### config.mk
export PLATFORM = sky130hd
export DESIGN_NAME = dbg_stat_port
export DESIGN_NICKNAME = d
export VERILOG_FILES = /design/src/rtl/dsr_pkg.sv /design/src/rtl/dsr_inbuf.sv /design/src/rtl/dsr_match.sv /design/src/rtl/dsr_status.sv /design/src/rtl/dbg_stat_port.sv
export SDC_FILE = /design/constraint.sdc
export NUM_CORES = 1
export LEC_CHECK = 0
export BUFFER_PORTS_ARGS = -buffer_cell sky130_fd_sc_hd__buf_2
export CORE_MARGIN = 2
export CORE_UTILIZATION = 56
export CTS_BUF_LIST = sky130_fd_sc_hd__clkbuf_2 sky130_fd_sc_hd__clkbuf_4 sky130_fd_sc_hd__clkbuf_8
export CTS_CLUSTER_DIAMETER = 120
export DETAILED_ROUTE_END_ITERATION = 8
export HOLD_SLACK_MARGIN = 0.12
export PLACE_DENSITY = 0.95
export SLEW_MARGIN = 20
export SYNTH_ARGS = -nofsm -noshare
export SYNTH_HDL_FRONTEND = slang
export SYNTH_SLANG_ARGS = --single-unit
### constraint.sdc
create_clock -name clk -period 2.5 [get_ports clk]
set_input_delay 0.125 -clock clk [delete_from_list [all_inputs] [get_ports clk]]
set_output_delay 0.125 -clock clk [all_outputs]
set_load 0.02 [all_outputs]
### src/rtl/dsr_pkg.sv
package dsr_pkg;
  typedef enum logic [1:0] {
    ST_NULL   = 2'b00,
    ST_VALID  = 2'b01,
    ST_SEQERR = 2'b10,
    ST_INTR   = 2'b11
  } dsr_code_e;

  typedef enum logic [1:0] {
    TG_INSN = 2'b00,
    TG_DATA = 2'b01,
    TG_CMD  = 2'b10,
    TG_TRAP = 2'b11
  } dsr_tag_e;

  localparam logic REQ_FETCH = 1'b0;
  localparam logic REQ_READ  = 1'b1;
endpackage

### src/rtl/dsr_inbuf.sv
module dsr_inbuf #(
  parameter int W = 32
) (
  input  logic         clk,
  input  logic         rst_n,
  input  logic         sh_valid,
  input  logic [1:0]   sh_tag,
  input  logic [W-1:0] sh_word,
  input  logic         ignore,
  input  logic         take,
  output logic         buf_v,
  output logic [1:0]   buf_tag,
  output logic [W-1:0] buf_word
);
  logic accept;
  // a word is taken only outside error reporting and into an empty slot
  assign accept = sh_valid && !ignore && !buf_v;

  always_ff @(posedge clk) begin
    if (!rst_n) begin
      buf_v    <= 1'b0;
      buf_tag  <= 2'b00;
      buf_word <= '0;
    end else begin
      if (take) buf_v <= 1'b0;
      if (accept) begin
        buf_v    <= 1'b1;
        buf_tag  <= sh_tag;
        buf_word <= sh_word;
      end
    end
  end

  AST_DROP_WHILE_ERR: assert property (@(posedge clk) disable iff (!rst_n)
    sh_valid && ignore && !buf_v |=> !buf_v);
  AST_NO_OVERWRITE: assert property (@(posedge clk) disable iff (!rst_n)
    buf_v && !take |=> buf_v && $stable(buf_word));
endmodule

### src/rtl/dsr_match.sv
module dsr_match
  import dsr_pkg::*;
#(
  parameter int W = 32
) (
  input  logic         clk,
  input  logic         rst_n,
  input  logic         req_valid,
  input  logic         req_type,
  output logic         req_ready,
  input  logic         buf_v,
  input  logic [1:0]   buf_tag,
  input  logic [W-1:0] buf_word,
  output logic         take,
  output logic         rsp_valid,
  output logic [W-1:0] rsp_data,
  output logic         rsp_berr,
  output logic         cmd_valid,
  output logic [W-1:0] cmd_word
);
  logic out_v;
  logic out_type;
  logic is_cmd;
  logic hit;
  logic mism;

  assign is_cmd    = buf_v && buf_tag[1];
  assign hit       = buf_v && !buf_tag[1] && out_v;
  // fetch must meet an instruction, read must meet data
  assign mism      = (out_type == REQ_READ) != (buf_tag == TG_DATA);
  assign take      = is_cmd || hit;
  assign req_ready = !out_v;

  always_ff @(posedge clk) begin
    if (!rst_n) begin
      out_v     <= 1'b0;
      out_type  <= REQ_FETCH;
      rsp_valid <= 1'b0;
      rsp_data  <= '0;
      rsp_berr  <= 1'b0;
      cmd_valid <= 1'b0;
      cmd_word  <= '0;
    end else begin
      if (req_valid && req_ready) begin
        out_v    <= 1'b1;
        out_type <= req_type;
      end else if (hit) begin
        out_v <= 1'b0;
      end
      rsp_valid <= hit;
      rsp_berr  <= hit && mism;
      rsp_data  <= (hit && !mism) ? buf_word : '0;
      cmd_valid <= is_cmd;
      cmd_word  <= is_cmd ? buf_word : '0;
    end
  end

  AST_READY_AT_RSP: assert property (@(posedge clk) disable iff (!rst_n)
    rsp_valid |-> req_ready);
  AST_RSP_NEEDS_REQ: assert property (@(posedge clk) disable iff (!rst_n)
    rsp_valid |-> $past(out_v));
  AST_BERR_IN_RSP: assert property (@(posedge clk) disable iff (!rst_n)
    rsp_berr |-> rsp_valid && rsp_data == '0);
  AST_CMD_NO_RSP: assert property (@(posedge clk) disable iff (!rst_n)
    cmd_valid |-> !rsp_valid);
endmodule

### src/rtl/dsr_status.sv
module dsr_status
  import dsr_pkg::*;
#(
  parameter int W = 32
) (
  input  logic         clk,
  input  logic         rst_n,
  input  logic         sh_valid,
  input  logic         wr_valid,
  input  logic [W-1:0] wr_data,
  input  logic         irq,
  input  logic         berr_evt,
  output logic [1:0]   code,
  output logic [W-1:0] st_data,
  output logic         ignore
);
  logic      dat_q, seq_q, irq_q;
  logic [W-1:0] dbuf;
  dsr_code_e pick;
  logic      clr_dat, clr_seq, clr_irq;

  always_comb begin
    if (seq_q)      pick = ST_SEQERR;
    else if (dat_q) pick = ST_VALID;
    else if (irq_q) pick = ST_INTR;
    else            pick = ST_NULL;
  end

  assign clr_seq = sh_valid && (pick == ST_SEQERR);
  assign clr_dat = sh_valid && (pick == ST_VALID);
  assign clr_irq = sh_valid && (pick == ST_INTR);
  // both error codes have the top bit set
  assign ignore  = code[1];

  always_ff @(posedge clk) begin
    if (!rst_n) begin
      dat_q   <= 1'b0;
      seq_q   <= 1'b0;
      irq_q   <= 1'b0;
      dbuf    <= '0;
      code    <= ST_NULL;
      st_data <= '0;
    end else begin
      // a new event wins over a clear in the same cycle
      dat_q <= wr_valid || (dat_q && !clr_dat);
      seq_q <= berr_evt || (seq_q && !clr_seq);
      irq_q <= irq      || (irq_q && !clr_irq);
      if (wr_valid) dbuf <= wr_data;
      if (sh_valid) begin
        code    <= pick;
        st_data <= (pick == ST_VALID) ? dbuf : '0;
      end
    end
  end

  AST_CODE_STABLE: assert property (@(posedge clk) disable iff (!rst_n)
    !sh_valid |=> $stable(code) && $stable(st_data));
  AST_SEQ_FIRST: assert property (@(posedge clk) disable iff (!rst_n)
    sh_valid && seq_q |=> code == ST_SEQERR);
  AST_DATA_BEFORE_IRQ: assert property (@(posedge clk) disable iff (!rst_n)
    sh_valid && dat_q && !seq_q |=> code == ST_VALID);
  AST_BERR_PENDS: assert property (@(posedge clk) disable iff (!rst_n)
    berr_evt |=> seq_q);
  AST_IRQ_PENDS: assert property (@(posedge clk) disable iff (!rst_n)
    irq |=> irq_q);
  AST_DATA_ZERO: assert property (@(posedge clk) disable iff (!rst_n)
    code != ST_VALID |-> st_data == '0);
endmodule

### src/rtl/dbg_stat_port.sv
module dbg_stat_port #(
  parameter int W = 32
) (
  input  logic         clk,
  input  logic         rst_n,
  input  logic         sh_valid,
  input  logic [1:0]   sh_tag,
  input  logic [W-1:0] sh_word,
  output logic [1:0]   st_code,
  output logic [W-1:0] st_data,
  input  logic         cpu_req_valid,
  input  logic         cpu_req_type,
  output logic         cpu_req_ready,
  output logic         cpu_rsp_valid,
  output logic [W-1:0] cpu_rsp_data,
  output logic         cpu_rsp_berr,
  input  logic         cpu_wr_valid,
  input  logic [W-1:0] cpu_wr_data,
  input  logic         cpu_irq,
  output logic         cmd_valid,
  output logic [W-1:0] cmd_word
);
  logic         ignore;
  logic         take;
  logic         buf_v;
  logic [1:0]   buf_tag;
  logic [W-1:0] buf_word;

  dsr_inbuf #(.W(W)) u_inbuf (
    .clk      (clk),
    .rst_n    (rst_n),
    .sh_valid (sh_valid),
    .sh_tag   (sh_tag),
    .sh_word  (sh_word),
    .ignore   (ignore),
    .take     (take),
    .buf_v    (buf_v),
    .buf_tag  (buf_tag),
    .buf_word (buf_word)
  );

  dsr_match #(.W(W)) u_match (
    .clk       (clk),
    .rst_n     (rst_n),
    .req_valid (cpu_req_valid),
    .req_type  (cpu_req_type),
    .req_ready (cpu_req_ready),
    .buf_v     (buf_v),
    .buf_tag   (buf_tag),
    .buf_word  (buf_word),
    .take      (take),
    .rsp_valid (cpu_rsp_valid),
    .rsp_data  (cpu_rsp_data),
    .rsp_berr  (cpu_rsp_berr),
    .cmd_valid (cmd_valid),
    .cmd_word  (cmd_word)
  );

  dsr_status #(.W(W)) u_status (
    .clk      (clk),
    .rst_n    (rst_n),
    .sh_valid (sh_valid),
    .wr_valid (cpu_wr_valid),
    .wr_data  (cpu_wr_data),
    .irq      (cpu_irq),
    .berr_evt (cpu_rsp_berr),
    .code     (st_code),
    .st_data  (st_data),
    .ignore   (ignore)
  );

  AST_RESET_NULL: assert property (@(posedge clk)
    !rst_n |=> st_code == 2'b00 && cpu_req_ready && !cpu_rsp_valid && !cmd_valid);
endmodule

### Yosys cells after proc, flatten, opt, wreduce, memory -nomap -nowiden

Index checks and enable logic that the tools add are counted.

| word-level totals | value |
|---|---|
| output and inout bits | 102 |
| bits of input ports | 73 |
| register bits after elaboration | 173 |
| logic and storage cells | 59 |

| operators by class | value |
|---|---|
| equal/unequal tests | 5 |
| reductions and logical operators | 30 |
| muxes and demuxes | 8 |

Operators by type and width:

| operator | count |
|---|---|
| 32-bit two-way mux | 1 |
| 1-bit logical AND | 14 |
| 1-bit zero test | 8 |
| 2-bit two-way mux | 3 |
| 2-bit by 1-bit == test with 1-bit output (second input constant) | 2 |
| 2-bit == test (second input constant) | 2 |
| 1-bit logical OR | 4 |
| 1-bit two-way mux | 4 |
| 2-bit AND reduction | 2 |
| 2-bit nonzero test | 2 |
| 1-bit != test | 1 |

### Depth between registers and ports, before layout

| depth | value |
|---|---|
| depth after elaboration | 8 |
| mapped depth | 5 |
| mapped depth without buffers | 3 |

### Hierarchy

Synthesis repeated with hierarchy kept, for this count alone.

| unflattened totals | value |
|---|---|
| cells, all modules | 576 |
| area total of the unflattened synthesis | 6,447.4 µm² |

Modules (own cells, without submodules):

| module | cells each | instances | area an instance (µm²) | sequential area each (µm²) |
|---|---|---|---|---|
| dsr_status | 269 | 1 | 3,056.7 | 1,381.3 |
| dsr_match | 155 | 1 | 1,950.6 | 1,381.3 |
| dsr_inbuf | 152 | 1 | 1,440.1 | 700.7 |

### Worst setup path before layout

OpenSTA, ideal clock, no wires.

| timing path | value |
|---|---|
| path type | reg-to-reg |
| from | reg u_inbuf.buf_v |
| to | reg u_match.rsp_data[10] |
| data required time | 2,441 ps |
| clock period less this slack | 1,150 ps |
| arrival | 1,090 ps |
| stages on the path, launching flop included | 5 |
| path slack | 1,350 ps |
| cells stage by stage | dfxtp_1 -> nand4b_1 -> nor2_1 -> clkbuf_1 -> and2_1 |

| between the ends | value |
|---|---|
| cells in the longest elaborated chain, start to end | 4 |

Ends and longest elaborated chain:

| item | RTL line | text |
|---|---|---|
| start: declaration | dsr_inbuf.sv:11 | `output logic buf_v,` |
| start signal: assignment | dsr_inbuf.sv:21 | `buf_v <= 1'b0;` |
| start signal: assignment | dsr_inbuf.sv:25 | `if (take) buf_v <= 1'b0;` |
| start signal: assignment | dsr_inbuf.sv:27 | `buf_v <= 1'b1;` |
| 1-bit logical AND (2 in series) | dsr_match.sv:28 | `assign hit = buf_v && !buf_tag[1] && out_v;` |
| 1-bit logical AND | dsr_match.sv:52 | `rsp_data <= (hit && !mism) ? buf_word : '0;` |
| 2-bit AND reduction (no source line) | - |  |
| end signal: assignment | dsr_match.sv:52 |  |
| end: declaration | dsr_match.sv:16 | `output logic [W-1:0] rsp_data,` |

Every way passes these cells.
A chain may end at the register's enable or synchronous reset.

==> results.json <==
{
  "diodes": 0,
  "drtIter0Drc": 202,
  "dp_hpwl_um": 8353,
  "pin_count": 175,
  "arrival_ps": 1970,
  "syn_area_um2": 5520,
  "post_drt_wl_per_cell_um": 17.30,
  "gr-total-overflow": 0,
  "syn_area_per_cell_um2": 10.85,
  "synth_enable_flop_cells": 0,
  "ys_seq_area_frac": 0.6274,
  "worst_hold_slack_ps": 169.8,
  "coreArea_um2": 9684,
  "grt_pass1_wl_um": 23380,
  "post_cts_resize_count": 0,
  "ant_nets": 0,
  "skew_ps": 12.99,
  "fmax_mhz": 618.7,
  "ys_top_cells_by_area": "dfxtp_1 63%, and2_1 7.4%, mux2i_1 6.0%",
  "top_usage_layer": "met2",
  "tritoncts": "done",
  "drcViolationCount": 0,
  "routed_via_density": 5.153,
  "cts_root_buffer": "clkbuf_8",
  "row_count": 36,
  "synth_commonest_cells": "173 x dfxtp_1, 65 x and2_1, 38 x nor2b_1",
  "worst_setup_path_end_kind": "register",
  "gp_congestion": 0.7968,
  "drv_slew": 0,
  "port_buffers": 174,
  "synth_cell_types": 23,
  "met2_usage": 0.5470,
  "critPathMaxFanout": 61,
  "final_area_um2": 7706,
  "setup_ws_ps": 883.7,
  "clkLatencyLatePin_ps": 460,
  "syn_to_final_growth_pct": 39.60,
  "yosys.area.top_type_share": 0.6274,
  "grt_util_all_layers": 0.2955,
  "grt_util_met1": 0.3009,
  "finalHoldViolations": 0,
  "drive_gt1_frac": 0.2816,
  "tns_ps": 0,
  "cts_buffers": 17,
  "slew-limit-headroom": 0.3157,
  "final_nets": 827,
  "antenna_found_initial": 0,
  "drt_first_pass_iters": 5,
  "die_area_um2": 10670,
  "finalSetupViolations": 0,
  "pwr_density_cell_nw_per_um2": 708.9,
  "fin_crit_ps": 1616,
  "p_leak_nw": 3.615,
  "grt_max_degree": 70,
  "die_w_um": 103.3,
  "post-place-ws_ps": 1076,
  "yosysTopAreaCell": "dfxtp_1",
  "use_met3": 0.07728,
  "cts_buffer_depth": 2,
  "rsz0062_at_grt": "false",
  "async_reset_ff_frac": 0,
  "finalCritPeriodShare": 0.6465,
  "grt_pass1_vias": 4689,
  "tightest_slew_ps": 1026,
  "htree_levels": 4,
  "synth_cells": 509,
  "maxCapViolations": 0,
  "post_dp_cell_area_um2": 6449,
  "start_kind": "primary input",
  "die_h_um": 103.3,
  "cts.clk_slew.worst_paths_ps": 90,
  "min_path_type": "primary input to register",
  "ys_ff_latch": 173,
  "synth_ff_type": "dfxtp_1",
  "crit_required_ps": 2850,
  "vias": 4638,
  "synth_fp_nets": 582,
  "status": "complete, no violations",
  "yosysMostFrequentCell": "dfxtp_1",
  "ir_drop_v": 0.0005402,
  "yosys_warnings": 0,
  "start_util": 0.5700,
  "path_class": "primary input to register",
  "routed_wl_um": 15570,
  "cts.sinks": 173
}
[critical path: stages]
cell	delay, ps
dlygate4sd3_1	530
buf_2	330
buf_4	570
nand2_1	100
o21ai_0	280
[state kept, by name, indices dropped and copies added (netlist names)]
name               cells
u_inbuf.buf_word      32
u_match.cmd_word      32
u_match.rsp_data      32
u_status.dbuf         32
u_status.st_data      32
u_inbuf.buf_tag        2
u_status.code          2
u_inbuf.buf_v          1
u_match.cmd_valid      1
u_match.out_type       1
u_match.out_v          1
u_match.rsp_berr       1
u_match.rsp_valid      1
u_status.dat_q         1
u_status.irq_q         1
u_status.seq_q         1
[per-stage QoR]
stage	std cells	utilization	total power, mW
after floorplan	509	-	3.156
after global placement	786	0.6659	3.251
after detailed placement	786	0.6659	3.279
after CTS	900	0.7957	5.428
after global routing	900	0.7957	5.644
final	900	0.7957	5.463
[area by class of cell]
| cell class | count | area, um^2 |
|---|---|---|
| inverters | 5 | 18.77 |
| clock buffers | 19 | 261.5 |
| repair buffers | 263 | 1744 |
| flip-flops and latches | 173 | 3463 |
| multi-input cells | 294 | 1877 |
| clock inverters | 13 | 175.2 |
| fillers | 551 | 1978 |
| well taps | 133 | 166.4 |
[worst paths after layout]
path	from	to	slack (ps)	cells past startpoint
worst max register to register	u_inbuf.buf_v	u_inbuf.buf_word[12]	980	3
worst min-delay path	cpu_req_valid	u_match.out_v	170	3
worst max-delay path	rst_n	u_inbuf.buf_word[12]	880	5
worst min register to register	u_inbuf.buf_word[29]	u_inbuf.buf_word[29]	470	2
[kinds of logic after synthesis]
kind of cell    after synthesis  share of synthesized area
mux                          33                    0.05984
simple gates                184                     0.1847
buf+inv                      42                    0.03355
xor+xnor                      2                   0.003174
compound gates               75                    0.09134
flops                       173                     0.6274
[layout by cell type (no fill, tap or decap), drive strengths merged]
cell type,Yosys,final
mux2i,33,33
nand4b,1,1
xnor2,1,1
nand2,35,35
and3,2,2
o21a,3,3
clkbuf,21,19
nand3,34,34
a21oi,3,3
o22ai,1,1
and2,65,65
dfxtp,173,173
nor2b,38,38
a22o,32,32
nor3,1,1
clkinvlp,0,1
inv,5,12
bufinv,0,3
nor3b,1,1
dlygate4sd3,0,82
buf,16,181
xor2,1,1
clkinv,0,2
o21ai,36,36
nor2,6,6
nand2b,1,1
[routing by layer]
| layer | routed length [um] | vias to the layer above |
|---|---|---|
| met3 | 771 | 58 |
| met1 | 5673 | 2185 |
| met4 | 677 | 0 |
| met2 | 8443 | 211 |
| met5 | 0 | - |
| li1 | - | 2184 |
[report_power, final]
part	total [mW]	switching, mW	internal, mW
registers	2.91	0.0632	2.84
logic	0.437	0.215	0.223
clock network	2.12	1.05	1.07
total	5.46	1.33	4.13
[repair_timing]
item	in CTS	in global routing
hold endpoints to repair	73	0
buffers inserted	0	0
hold buffers	82	0
No activity file was read; power rests on OpenSTA's default activity.
